## src/rtl/sm_arb_pkg.sv

```systemverilog
package sm_arb_pkg;
  localparam int PRIO_W = 3;
  localparam int LEN_W  = 4;
  localparam int CTL_W  = PRIO_W + LEN_W;

  typedef enum logic [1:0] {
    TR_IDLE   = 2'd0,
    TR_BUSY   = 2'd1,
    TR_NONSEQ = 2'd2,
    TR_SEQ    = 2'd3
  } htrans_e;

  typedef enum logic [2:0] {
    ACT_PICK_ALL,
    ACT_PICK_OTH,
    ACT_RELEASE,
    ACT_KEEP_DEC,
    ACT_KEEP
  } act_e;
endpackage

```

## src/rtl/sm_field_extract.sv

```systemverilog
module sm_field_extract
  import sm_arb_pkg::*;
#(
  parameter int N_MST = 8
) (
  input  logic [N_MST*CTL_W-1:0]  addr_ctl_i,
  output logic [N_MST*PRIO_W-1:0] prio_o,
  output logic [N_MST*LEN_W-1:0]  load_o
);
  for (genvar m = 0; m < N_MST; m++) begin : g_mst
    logic [LEN_W-1:0] code;
    assign code = addr_ctl_i[m*CTL_W +: LEN_W];
    assign prio_o[m*PRIO_W +: PRIO_W] = addr_ctl_i[m*CTL_W+LEN_W +: PRIO_W];
    // counter holds beats-1; code 0 wraps to 15, i.e. 16 beats
    assign load_o[m*LEN_W +: LEN_W] = code - LEN_W'(1);
  end
endmodule

```

## src/rtl/sm_master_pick.sv

```systemverilog
module sm_master_pick
  import sm_arb_pkg::*;
#(
  parameter int N_MST = 8,
  localparam int IDX_W = $clog2(N_MST)
) (
  input  logic [N_MST-1:0]        req_i,
  input  logic [N_MST*PRIO_W-1:0] prio_i,
  input  logic [IDX_W-1:0]        last_i,
  output logic                    any_o,
  output logic [IDX_W-1:0]        win_o
);
  logic [PRIO_W-1:0] pmax, pmin, pbest, pcur;
  logic [IDX_W-1:0]  p_win, r_win;
  logic              p_found, r_found;

  always_comb begin
    any_o   = 1'b0;
    pmax    = '0;
    pmin    = '1;
    pbest   = '0;
    pcur    = '0;
    p_win   = '0;
    p_found = 1'b0;
    for (int i = 0; i < N_MST; i++) begin
      if (req_i[i]) begin
        any_o = 1'b1;
        pcur  = prio_i[i*PRIO_W +: PRIO_W];
        if (pcur > pmax) pmax = pcur;
        if (pcur < pmin) pmin = pcur;
        if (!p_found || pcur > pbest) begin
          pbest   = pcur;
          p_win   = IDX_W'(i);
          p_found = 1'b1;
        end
      end
    end
  end

  always_comb begin
    r_win   = '0;
    r_found = 1'b0;
    for (int k = 1; k <= N_MST; k++) begin
      int j;
      j = int'(last_i) + k;
      if (j >= N_MST) j = j - N_MST;
      if (!r_found && req_i[j]) begin
        r_win   = IDX_W'(j);
        r_found = 1'b1;
      end
    end
  end

  assign win_o = (pmax == pmin) ? r_win : p_win;
endmodule

```

## src/rtl/sm_arb_ctrl.sv

```systemverilog
module sm_arb_ctrl
  import sm_arb_pkg::*;
#(
  parameter int N_MST = 8,
  localparam int IDX_W = $clog2(N_MST)
) (
  input  logic                    clk_i,
  input  logic                    rst_ni,
  input  logic [N_MST-1:0]        sel_i,
  input  logic [N_MST*2-1:0]      trans_i,
  input  logic [N_MST-1:0]        lock_i,
  input  logic                    ready_i,
  input  logic [N_MST*PRIO_W-1:0] prio_i,
  input  logic [N_MST*LEN_W-1:0]  load_i,
  output logic [IDX_W-1:0]        cur_o,
  output logic                    no_port_o
);
  logic [IDX_W-1:0] cur_q, rr_q;
  logic [LEN_W-1:0] cnt_q;
  logic             np_q, fresh_q;

  logic [N_MST-1:0] cur_oh, oth_req;
  logic             all_any, oth_any;
  logic [IDX_W-1:0] all_win, oth_win, win;
  logic             cur_sel, cur_lock, cur_end;
  htrans_e          cur_tr;
  act_e             act;

  assign cur_oh  = {{(N_MST-1){1'b0}}, 1'b1} << cur_q;
  assign oth_req = sel_i & ~cur_oh;

  sm_master_pick #(.N_MST(N_MST)) u_pick_all (
    .req_i (sel_i),
    .prio_i(prio_i),
    .last_i(rr_q),
    .any_o (all_any),
    .win_o (all_win)
  );

  sm_master_pick #(.N_MST(N_MST)) u_pick_oth (
    .req_i (oth_req),
    .prio_i(prio_i),
    .last_i(rr_q),
    .any_o (oth_any),
    .win_o (oth_win)
  );

  assign cur_sel  = sel_i[cur_q];
  assign cur_lock = lock_i[cur_q];
  assign cur_tr   = htrans_e'(trans_i[cur_q*2 +: 2]);
  assign cur_end  = !cur_sel || cur_tr == TR_IDLE || (cur_tr == TR_NONSEQ && !fresh_q);

  always_comb begin
    if (np_q)              act = all_any ? ACT_PICK_ALL : ACT_RELEASE;
    else if (cur_lock)     act = ACT_KEEP;
    else if (cnt_q == '0)  act = oth_any ? ACT_PICK_OTH : (cur_sel ? ACT_KEEP : ACT_RELEASE);
    else if (cur_end)      act = all_any ? ACT_PICK_ALL : ACT_RELEASE;
    else                   act = ACT_KEEP_DEC;
  end

  assign win = (act == ACT_PICK_OTH) ? oth_win : all_win;

  always_ff @(posedge clk_i or negedge rst_ni) begin
    if (!rst_ni) begin
      cur_q   <= '0;
      rr_q    <= IDX_W'(N_MST - 1);
      cnt_q   <= '0;
      np_q    <= 1'b1;
      fresh_q <= 1'b0;
    end else if (ready_i) begin
      unique case (act)
        ACT_PICK_ALL, ACT_PICK_OTH: begin
          cur_q   <= win;
          rr_q    <= win;
          cnt_q   <= load_i[win*LEN_W +: LEN_W];
          np_q    <= 1'b0;
          fresh_q <= 1'b1;
        end
        ACT_RELEASE: np_q <= 1'b1;
        ACT_KEEP_DEC: begin
          cnt_q   <= cnt_q - LEN_W'(1);
          fresh_q <= 1'b0;
        end
        default: fresh_q <= 1'b0;
      endcase
    end
  end

  assign cur_o     = cur_q;
  assign no_port_o = np_q;
endmodule

```

## src/rtl/sm_port_arbiter.sv

```systemverilog
module sm_port_arbiter
  import sm_arb_pkg::*;
#(
  parameter int N_MST = 8,
  localparam int IDX_W = $clog2(N_MST)
) (
  input  logic                   clk_i,
  input  logic                   rst_ni,
  input  logic [N_MST-1:0]       sel_i,
  input  logic [N_MST*CTL_W-1:0] addr_ctl_i,
  input  logic [N_MST*2-1:0]     trans_i,
  input  logic [N_MST-1:0]       lock_i,
  input  logic                   ready_i,
  output logic [IDX_W-1:0]       grant_idx_o,
  output logic                   no_port_o,
  output logic [1:0]             trans_o
);
  logic [N_MST*PRIO_W-1:0] prio;
  logic [N_MST*LEN_W-1:0]  load;

  sm_field_extract #(.N_MST(N_MST)) u_fields (
    .addr_ctl_i(addr_ctl_i),
    .prio_o    (prio),
    .load_o    (load)
  );

  sm_arb_ctrl #(.N_MST(N_MST)) u_ctrl (
    .clk_i    (clk_i),
    .rst_ni   (rst_ni),
    .sel_i    (sel_i),
    .trans_i  (trans_i),
    .lock_i   (lock_i),
    .ready_i  (ready_i),
    .prio_i   (prio),
    .load_i   (load),
    .cur_o    (grant_idx_o),
    .no_port_o(no_port_o)
  );

  always_comb begin
    if (no_port_o) trans_o = TR_IDLE;
    else           trans_o = trans_i[grant_idx_o*2 +: 2];
  end
endmodule

```

## config.mk

```make
export PLATFORM = sky130hd
export DESIGN_NAME = sm_port_arbiter
export DESIGN_NICKNAME = d
export VERILOG_FILES = /design/src/rtl/sm_arb_pkg.sv /design/src/rtl/sm_field_extract.sv /design/src/rtl/sm_master_pick.sv /design/src/rtl/sm_arb_ctrl.sv /design/src/rtl/sm_port_arbiter.sv
export SDC_FILE = /design/constraint.sdc
export NUM_CORES = 1
export LEC_CHECK = 0
export BUFFER_PORTS_ARGS = -buffer_cell sky130_fd_sc_hd__buf_2
export CORE_MARGIN = 5
export CORE_UTILIZATION = 23
export CTS_CLUSTER_DIAMETER = 200
export CTS_CLUSTER_SIZE = 30
export DETAILED_ROUTE_END_ITERATION = 8
export GPL_TIMING_DRIVEN = 0
export MAX_ROUTING_LAYER = met4
export SETUP_SLACK_MARGIN = 0.1
export SYNTH_ARGS = -nofsm -noshare
export SYNTH_HDL_FRONTEND = slang
export SYNTH_SLANG_ARGS = --single-unit
```

## constraint.sdc

```tcl
create_clock -name clk_i -period 17.2 [get_ports clk_i]
set_input_delay 3.44 -clock clk_i [delete_from_list [all_inputs] [get_ports clk_i]]
set_output_delay 3.44 -clock clk_i [all_outputs]
set_load 0.01 [all_outputs]
```

==> run summary <==
Outcome = complete, no violations
Input/output buffers = 94
Final ANT Viol Nets = 0
DR vias = 9159
Synth Register Bits = 12
Count leader, synth = ha_1
Die footprint = 41000 um^2
Lkg Pwr = 4.48 nW
VDD IR max = 0.0000566 V
Layout Utilization = 26.6%
First-pass iteration count of the detailed router = 5
Routed wire length = 29100 um
RSZ-0062 raised after global routing = no
Clk_lat worst skew = 0.24 ns
Storage cell area = 305 um^2
Setup TNS = 0 ns
Max stage delay on crit path = 0.47 ns
WL per Instance = 16.8 um
P&R area growth vs syn = 14.3%
Reg clk slew, reported paths = 0.04 ns
Ranking of synthesized cells by area = ha_1, mux2i_1, mux4_2
Global route overflow = 0
Net count after synthesis = 1384
Initial DRC Count = 679
Worst-margin pin slew = 1.41 ns
R2r worst-path depth = 61
Multi-input gate area = 7700 um^2
Critical path arrival = 16.27 ns
GRT Util Overall = 13.8%
Yosys top cell area share = 19.8%
Max cap viols = 0
Initial antenna violation count = 0
Sw Pwr = 0.883 mW
CTS Hold Bufs = 0
Period minus WS final = 16.17 ns
Yosys top cell by area = ha_1
R2r setup slk = 3.58 ns
Area after DPL = 9580 um^2
Synth top cells by count = ha_1, inv_1, nor2_1, nand2_1, a21oi_1
CP max FO = 12
Die Height = 202 um
Final setup viols = 0
Synth Cell Area = 8520 um^2
Num CTS Buffers = 3
Avg Cell Area, Syn = 7.36 um^2
Required time worst endpoint = 17.30 ns
Global-route wire length before repair = 46400 um
Post-synth cell types = 90
Syn Inst Count = 1158
Post-synth top flop = dfrtp_1
H-Tree Depth = 1
Sw frac = 55.6%
Most used cell, CP = ha_1
Clock power share = 3.0%
Clock buffer depth = 2
Die width = 202 um
Setup CP Type = input port to flip-flop
Core footprint = 36600 um^2
CTS tree = yes
Share of cells above drive strength 1 = 15.5%
Fillcell total = 4028
Initial core utilization = 23.3%
Internal = 0.706 mW
Nets@finish = 1486
Post-synthesis async set-or-reset flop share = 100%
Combinational fraction of design power = 93.4%
Fin area = 9740 um^2
Hold depth = 2
Final HPWL DP = 24400 um
Worst Hold Class = flip-flop to flip-flop
Vias/cell = 5.30
Clock root buffer = clkbuf_16
Antenna Cells = 0
Sequential group share of total power = 3.7%
PwrDens = 163 nW/um^2
Critical path capture point type = flip-flop
EDFF count, synth = 0
Count of clock tree sinks = 12
Final worst-path cycle share = 94.0%
Clk_skew = 0.00160 ns
Final hold viol count = 0
DRC Markers = 0
GPL Wtd Cong = 0.904
Largest net degree at the start of global routing = 14
Slowest CP cell = mux2i_1
Vias in the first global route = 8807
Slew margin rel. = 5.16%
Sequential-to-total area share from yosys stat = 3.58%
Maximum operating frequency = 61.8 MHz
Ports = 97
Synth warn = 0
Startpoint Class = input port
Final Max Slew Viols = 0
Row cnt = 70
[worst max-delay path, delay by kind of cell]
kind	cells	cell delay [ns]
AO/OA/AOI/OAI	23	5.15
adder cells (fa/ha/maj)	7	2.08
buffers and inverters	9	1.54
multiplexers	4	1.02
AND/OR/NAND/NOR	18	3.02
[flip-flops by register name (all words and copies together) (netlist names)]
register	count
u_ctrl.cnt_q	4
u_ctrl.cur_o	3
u_ctrl.rr_q	3
u_ctrl.fresh_q	1
u_ctrl.no_port_o	1
[area by class of cell]
cell class              instances  area share [%]
plain buffers                  44            1.99
clock buffers                   4           0.912
inverters                      98            3.78
multi-input cells            1003            79.1
flip-flops and latches         12            3.13
well taps                     468            6.01
repair buffers                 98            5.11
[cells in the final DEF, fill, tap and decap left out, drive strengths merged, types with 8 or more instances in the layout]
cell type  instances
xor2              18
a21o              20
mux2i             63
buf              111
a31oi             25
nor2b             41
a211oi            11
or3               10
nor2              89
o21a              18
dfrtp              8
o21bai             9
o31ai             12
clkbuf            35
nor3              34
mux2              28
a21oi             75
xnor2              8
o21ai             77
and2              16
nand3             28
nand2b            24
nand2             85
o211ai            16
ha               135
mux4              21
and3              11
inv               98
[power groups by stage]
stage                     sequential, mW  combinational, mW  clock [mW]
after floorplan                   0.0561               1.11           0
after global placement            0.0576               1.41           0
after detailed placement          0.0584               1.45           0
after CTS                         0.0582               1.46      0.0479
after global routing              0.0595               1.65      0.0504
final                             0.0582               1.48      0.0469
[layer usage]
metal / share of wire, % / global-route usage (%)
met5: 0 / -
met4: 1.3 / 1.89
met3: 4.0 / 0.591
met2: 46 / 22.9
met1: 48 / 19.2
[kinds of logic after synthesis]
group | after synthesis | share of synthesized area, %
xor gates and xnor gates | 26 | 2.67
and+or+nand+nor | 387 | 23.2
buffers and inverters | 143 | 6.64
adders and majority gates | 135 | 19.8
DFF | 12 | 3.58
muxes | 112 | 16.7
AOI/OAI and AO/OA | 343 | 27.3
[per-stage QoR]
stage | hold slack (ns) | power [mW] | setup WS [ns] | std cells
after floorplan | 0.446 | 1.17 | 2.25 | 1158
after global placement | 0.476 | 1.47 | -0.110 | 1720
after detailed placement | 0.472 | 1.50 | -0.603 | 1721
after CTS | 0.490 | 1.56 | 0.234 | 1725
after global routing | 0.536 | 1.76 | 0.0236 | 1727
final | 0.477 | 1.59 | 1.03 | 1727
[worst paths after layout]
kind | endpoint | startpoint
min | u_ctrl.fresh_q | u_ctrl.fresh_q
max in group asynchronous | u_ctrl.rr_q[1] | rst_ni
min in group asynchronous | u_ctrl.cnt_q[2] | rst_ni
max | u_ctrl.cnt_q[2] | sel_i[0]
max reg2reg | u_ctrl.cnt_q[2] | u_ctrl.cur_o[0]
min reg2reg | u_ctrl.fresh_q | u_ctrl.fresh_q
[timing repair]
item                       4_1_cts  5_1_grt
pin swaps                        0        4
setup endpoints to repair        4       10
gates resized for setup          3        8
buffers inserted                 0        3
No activity file was read; power rests on OpenSTA's default activity.
